**config.mk**
```make
export PLATFORM = sky130hd
export DESIGN_NAME = uart_tx_framer
export DESIGN_NICKNAME = d
export VERILOG_FILES = /design/src/rtl/uart_txf_pkg.sv /design/src/rtl/txf_frame_build.sv /design/src/rtl/txf_tick_timer.sv /design/src/rtl/txf_line_drive.sv /design/src/rtl/uart_tx_framer.sv
export SDC_FILE = /design/constraint.sdc
export NUM_CORES = 1
export LEC_CHECK = 0
export ABC_AREA = 1
export BUFFER_PORTS_ARGS = -buffer_cell sky130_fd_sc_hd__buf_2
export CELL_PAD_IN_SITES_DETAIL_PLACEMENT = 0
export CELL_PAD_IN_SITES_GLOBAL_PLACEMENT = 1
export CORE_MARGIN = 3
export CORE_UTILIZATION = 41
export CTS_CLUSTER_DIAMETER = 60
export CTS_CLUSTER_SIZE = 16
export DETAILED_ROUTE_END_ITERATION = 8
export PLACE_DENSITY = 0.88
export SYNTH_ARGS = -nofsm -noshare
export SYNTH_HDL_FRONTEND = slang
export SYNTH_SLANG_ARGS = --single-unit
```
**constraint.sdc**
```tcl
create_clock -name clk -period 2.4 [get_ports clk]
set_input_delay 0.48 -clock clk [delete_from_list [all_inputs] [get_ports clk]]
set_output_delay 0.48 -clock clk [all_outputs]
set_load 0.02 [all_outputs]
```
**src/rtl/uart_txf_pkg.sv**
```systemverilog
package uart_txf_pkg;
  localparam int DATA_W   = 8;
  localparam int MIN_WLEN = 5;
  localparam int FRAME_W  = DATA_W + 2;
  localparam int BITCNT_W = $clog2(FRAME_W + 1);

  typedef enum logic [1:0] {
    ST_IDLE  = 2'd0,
    ST_SHIFT = 2'd1,
    ST_STOP  = 2'd2
  } txf_state_e;

  // packed from bit 6 down to bit 0 of the format word
  typedef struct packed {
    logic       brk;
    logic       par_stick;
    logic       par_even;
    logic       par_en;
    logic       stop_long;
    logic [1:0] wlen;
  } txf_ctrl_t;
endpackage

```
**src/rtl/txf_frame_build.sv**
```systemverilog
module txf_frame_build
  import uart_txf_pkg::*;
#(
  parameter int TICKS_PER_BIT = 16,
  parameter int CNT_W         = 6
) (
  input  logic [DATA_W-1:0]   data,
  input  txf_ctrl_t           ctrl,
  output logic [FRAME_W-1:0]  frame,
  output logic [BITCNT_W-1:0] nbits,
  output logic [CNT_W-1:0]    stop_ticks
);
  logic [BITCNT_W-1:0] wlen_n;
  logic [BITCNT_W-1:0] par_pos;
  logic [DATA_W-1:0]   masked;
  logic                par_bit;

  assign wlen_n  = BITCNT_W'(MIN_WLEN) + BITCNT_W'(ctrl.wlen);
  assign par_pos = wlen_n + BITCNT_W'(1);

  for (genvar g = 0; g < DATA_W; g++) begin : g_mask
    assign masked[g] = data[g] & (BITCNT_W'(g) < wlen_n);
  end

  always_comb begin
    if (ctrl.par_stick) par_bit = ~ctrl.par_even;
    else if (ctrl.par_even) par_bit = ^masked;
    else par_bit = ~(^masked);
  end

  always_comb begin
    frame    = '1;
    frame[0] = 1'b0;
    for (int i = 0; i < DATA_W; i++) begin
      if (BITCNT_W'(i) < wlen_n) frame[i+1] = masked[i];
    end
    if (ctrl.par_en) frame[par_pos] = par_bit;
  end

  assign nbits = BITCNT_W'(1) + wlen_n + BITCNT_W'(ctrl.par_en);

  always_comb begin
    if (!ctrl.stop_long) stop_ticks = CNT_W'(TICKS_PER_BIT);
    else if (ctrl.wlen == 2'd0) stop_ticks = CNT_W'(TICKS_PER_BIT + TICKS_PER_BIT / 2);
    else stop_ticks = CNT_W'(2 * TICKS_PER_BIT);
  end
endmodule

```
**src/rtl/txf_tick_timer.sv**
```systemverilog
module txf_tick_timer #(
  parameter int CNT_W = 6
) (
  input  logic             clk,
  input  logic             rst,
  input  logic             clear,
  input  logic             tick,
  input  logic [CNT_W-1:0] limit,
  output logic             at_last
);
  logic [CNT_W-1:0] cnt_q;

  assign at_last = (cnt_q == limit - CNT_W'(1));

  always_ff @(posedge clk) begin
    if (rst || clear) cnt_q <= '0;
    else if (tick) cnt_q <= at_last ? '0 : cnt_q + CNT_W'(1);
  end
endmodule

```
**src/rtl/txf_line_drive.sv**
```systemverilog
module txf_line_drive (
  input  logic clk,
  input  logic rst,
  input  logic brk,
  input  logic active,
  input  logic bit_val,
  output logic txd
);
  always_ff @(posedge clk) begin
    if (rst) txd <= 1'b1;
    else if (brk) txd <= 1'b0;
    else txd <= active ? bit_val : 1'b1;
  end
endmodule

```
**src/rtl/uart_tx_framer.sv**
```systemverilog
module uart_tx_framer
  import uart_txf_pkg::*;
#(
  parameter int TICKS_PER_BIT = 16
) (
  input  logic              clk,
  input  logic              rst,
  input  logic              baud_tick,
  input  logic [DATA_W-1:0] tx_data,
  input  logic              tx_valid,
  output logic              tx_ready,
  input  logic [6:0]        fmt_ctrl,
  output logic              txd,
  output logic              tx_busy,
  output logic              tx_empty
);
  localparam int CNT_W = $clog2(2 * TICKS_PER_BIT + 1);

  txf_ctrl_t           ctrl_w;
  txf_state_e          state_q, state_d;
  logic [FRAME_W-1:0]  sreg_q, frame_w;
  logic [BITCNT_W-1:0] bits_left_q, nbits_w;
  logic [CNT_W-1:0]    stop_lim_q, stop_w, limit_w;
  logic                tick_en, at_last, period_end, accept;

  assign ctrl_w = txf_ctrl_t'(fmt_ctrl);

  txf_frame_build #(.TICKS_PER_BIT(TICKS_PER_BIT), .CNT_W(CNT_W)) u_build (
    .data(tx_data), .ctrl(ctrl_w), .frame(frame_w), .nbits(nbits_w), .stop_ticks(stop_w)
  );

  assign limit_w = (state_q == ST_STOP) ? stop_lim_q : CNT_W'(TICKS_PER_BIT);
  assign tick_en = baud_tick && (state_q != ST_IDLE);

  txf_tick_timer #(.CNT_W(CNT_W)) u_timer (
    .clk(clk), .rst(rst), .clear(accept), .tick(tick_en), .limit(limit_w), .at_last(at_last)
  );

  assign period_end = tick_en && at_last;
  assign tx_ready   = (state_q == ST_IDLE) || ((state_q == ST_STOP) && period_end);
  assign accept     = tx_valid && tx_ready;

  always_comb begin
    state_d = state_q;
    unique case (state_q)
      ST_IDLE:  if (accept) state_d = ST_SHIFT;
      ST_SHIFT: if (period_end && bits_left_q == BITCNT_W'(1)) state_d = ST_STOP;
      ST_STOP:  if (period_end) state_d = accept ? ST_SHIFT : ST_IDLE;
      default:  state_d = ST_IDLE;
    endcase
  end

  always_ff @(posedge clk) begin
    if (rst) begin
      state_q     <= ST_IDLE;
      sreg_q      <= '1;
      bits_left_q <= '0;
      stop_lim_q  <= CNT_W'(TICKS_PER_BIT);
      tx_busy     <= 1'b0;
      tx_empty    <= 1'b1;
    end else begin
      state_q  <= state_d;
      tx_busy  <= (state_d != ST_IDLE);
      tx_empty <= (state_d == ST_IDLE);
      if (accept) begin
        sreg_q      <= frame_w;
        bits_left_q <= nbits_w;
        stop_lim_q  <= stop_w;
      end else if (state_q == ST_SHIFT && period_end) begin
        sreg_q      <= {1'b1, sreg_q[FRAME_W-1:1]};
        bits_left_q <= bits_left_q - BITCNT_W'(1);
      end
    end
  end

  txf_line_drive u_line (
    .clk(clk), .rst(rst), .brk(ctrl_w.brk),
    .active(state_q != ST_IDLE), .bit_val(sreg_q[0]), .txd(txd)
  );
endmodule

```
==> qor.yml <==
status: "finished, final reports clean"
finClkSkew_ns: 0.00656
num_antenna_cells: 0
met3_usage: 0.0386
r2r_end: "bits_left_q[3]"
pwr-share-seq: 0.438
drive_gt1_frac: 0.182
dp_cells: 338
reg2reg_depth: 13
cp-startpoint: "state_q[0]"
dp_hpwl_um: 2840
gr-usage-all-layers: 0.148
synth.mux.area_fraction: 0
hold_end: "u_line.txd"
placed_cell_area_mm2: 0.00199
rrSetupSlack_ns: 0.16
yosysSeqAreaShare: 0.306
gp_congestion: 0.845
coreArea_mm2: 0.00414
cp-end-kind: "output pin"
layout.nets: 330
port_buffers: 22
drv_cap: 0
synth_simple_gate_area_frac: 0.347
pwr-share-clk: 0.302
htreeDepth: 1
fmax_ghz: 0.430
synth_fp_nets: 300
p_int_uw: 855
synthToLayoutAreaGrowth_pct: 15.6
syn_inst: 268
startpoint_type: "flop"
finalHoldViolCount: 0
rows: 23
rsz0062_at_grt: "yes"
vias: 1663
slowest_stage: "dfxtp_4"
cts_tree: "built"
antenna_left: 0
grt_pass1_wl_um: 6300
finalSetupViolations: 0
holdPathStages: 2
drt-total-wl_um: 3730
synth_xor_area_frac: 0.0573
syn_avg_cell_area_um2: 6.84
die_w_um: 72.9
peakVddDrop_mv: 0.615
hold_start: "fmt_ctrl[6]"
grt_util_met1: 0.204
instances_no_fill: 347
finalCritPeriodShare: 0.969
synth_area_leaders: "dfxtp_1 (31%), nand2_1 (14%), ha_1 (8.9%)"
crit_family: "simple AND/OR/NAND/NOR gates"
synth_compound_area_frac: 0.106
die_area_mm2: 0.00531
synth_top_area_frac: 0.306
design_area_mm2: 0.00212
die_h_um: 72.9
p_comb_frac: 0.260
cts_root_buf: "clkbuf_8"
grt_busiest_layer: "met2"
ys_warn_count: 0
worstPathCellList: "nor2_4, nand2_2, ha_2, xnor2_2, xor2_1, nor2_4, nand2_2, a21oi_2, buf_4"
p_sw_uw: 359
p_leak_uw: 0.00106
synth_top_family_by_area: "simple AND/OR/NAND/NOR gates"
grt-ovfl-total: 0
synth_cell_type_count: 29
path_class: "reg -> out"
clkLatencyLatePin_ns: 0.28
synth_top_area_cell: "dfxtp_1"
clk_pin_slew_worst_paths_ns: 0.09
start_util: 0.443
grt_start_max_net_pins: 20
drt-vias-per-instance: 4.79
power.density_mw_per_mm2: 572
fin_crit_ns: 2.33
grt_antenna_before_repair: 0
hold_buffers: 0
grt_pass1_vias: 1424
pin_count: 23
cp.arrival_ns: 1.85
syn_area_mm2: 0.00183
crit_buf_inv: 1
cp_data_required_time_ns: 1.92
clockBufferDepth: 2
drt-wirelength-per-cell_um: 10.8
utilization: 0.512
r2r-start: "state_q[0]"
setup_tns_ns: 0
grt_util_met2: 0.227
worst_pin_slew_ns: 0.313
hold_path_class: "in -> reg"
slowest_delay_ns: 0.37
swShare: 0.296
drtIter0Drc: 36
critPathMaxFanout: 4
synth_adder_area_share: 0.0887
maxSlewHeadroom: 0.790
report.final.slew_viol_count: 0
ys_ff_latch: 28
numClockSinks: 28
numCtsBuffers: 3
first_pass_iters: 5
drc_errors: 0
## worst max path at each step
stage                            end  slack, ns  cells past startpoint
floorplan                   tx_ready       0.17                      9
global placement           sreg_q[4]       0.15                     12
detailed placement         sreg_q[4]       0.18                     12
CTS                         tx_ready       0.01                      9
global route        u_timer.cnt_q[0]      -0.07                     13
finish                      tx_ready       0.07                      9
## kinds of logic after synthesis
kind of cell    Yosys count
xor+xnor                 12
simple gates            139
compound gates           36
buf+inv                  40
fa+ha+maj                13
flops                    28
## placed cells by master (no fill, tap or decap), types with 3 or more instances in the layout
master | Yosys | layout
inv_1 | 33 | 33
nand3_1 | 12 | 12
nand2_1 | 70 | 69
buf_4 | 1 | 8
buf_2 | 0 | 21
nor2_1 | 40 | 40
o21ai_1 | 3 | 3
nor2_4 | 5 | 5
a21oi_1 | 16 | 15
nor3_1 | 3 | 3
dfxtp_1 | 28 | 26
ha_1 | 13 | 12
clkbuf_8 | 0 | 3
xor2_1 | 9 | 9
o21ai_0 | 12 | 12
## state kept, by name, summed over array words and instances (netlist names)
signal and cells:
bits_left_q 4, sreg_q 10, state_q 2, stop_lim_q 3
tx_busy 1, tx_empty 1, u_line.txd 1, u_timer.cnt_q 6
## power by group through the flow
| stage | clock network (uW) | logic [uW] | registers (uW) |
|---|---|---|---|
| floorplan | 0 | 215 | 549 |
| global placement | 0 | 295 | 543 |
| detailed placement | 0 | 297 | 542 |
| CTS | 378 | 302 | 532 |
| global route | 397 | 364 | 537 |
| finish | 366 | 316 | 531 |
## metal layers
metal | vias to the layer above | share of wire | wire (um)
met5 | - | 0 | 0
li1 | 898 | - | -
met1 | 734 | 0.51 | 1910
met4 | 0 | 0.014 | 54
met3 | 6 | 0.039 | 147
met2 | 25 | 0.43 | 1620
## stage by stage
stage	hold slack, ns	worst slack [ns]	total power [uW]
floorplan	0.427	0.172	764
global placement	0.454	0.152	838
detailed placement	0.451	0.184	839
CTS	0.385	0.00992	1210
global route	0.392	-0.0717	1300
finish	0.385	0.0732	1210
## final cells by class
type	instances	area, um2
Fill cell	433	2020
Tap cell	50	62.6
Timing Repair Buffer	29	165
Clock buffer	3	41.3
Clock inverter	1	30.0
Inverter	36	140
Multi-Input combinational cell	200	1120
Sequential cell	28	566
## cells in the mapped netlist
cell	count
nand3_1	12
nand2_1	70
a22oi_2	1
a21o_1	1
buf_4	1
nor3b_1	1
o21a_1	1
nand2_8	1
inv_4	2
nor2_4	5
clkbuf_1	1
nand3b_4	1
a31oi_1	2
nor3_1	3
nor2_1	40
xor2_1	9
inv_2	1
buf_6	2
o21ai_1	3
o21ai_0	12
xnor2_1	3
nand4_1	2
nand3_2	2
inv_1	33
ha_1	13
dfxtp_1	28
nand2_2	1
nor2_2	1
a21oi_1	16
## worst reg2reg max path: stages (launching register included)
cell and delay, ns:
dfxtp_4 0.37, nor2_4 0.13, nand2_2 0.07, ha_2 0.20
xnor2_2 0.14, xor2_1 0.27, nor2_4 0.07, buf_4 0.16
nand3b_4 0.10, nand2_8 0.12, inv_4 0.16, nand2_1 0.10
o21ai_0 0.19, nor2_1 0.05
## timing repair
action,4_1_cts,5_1_grt
pin swaps,1,0
setup buffers,1,4
gates resized for setup,2,6
setup endpoints to repair,1,12
Power figures use the tool's default switching activity.
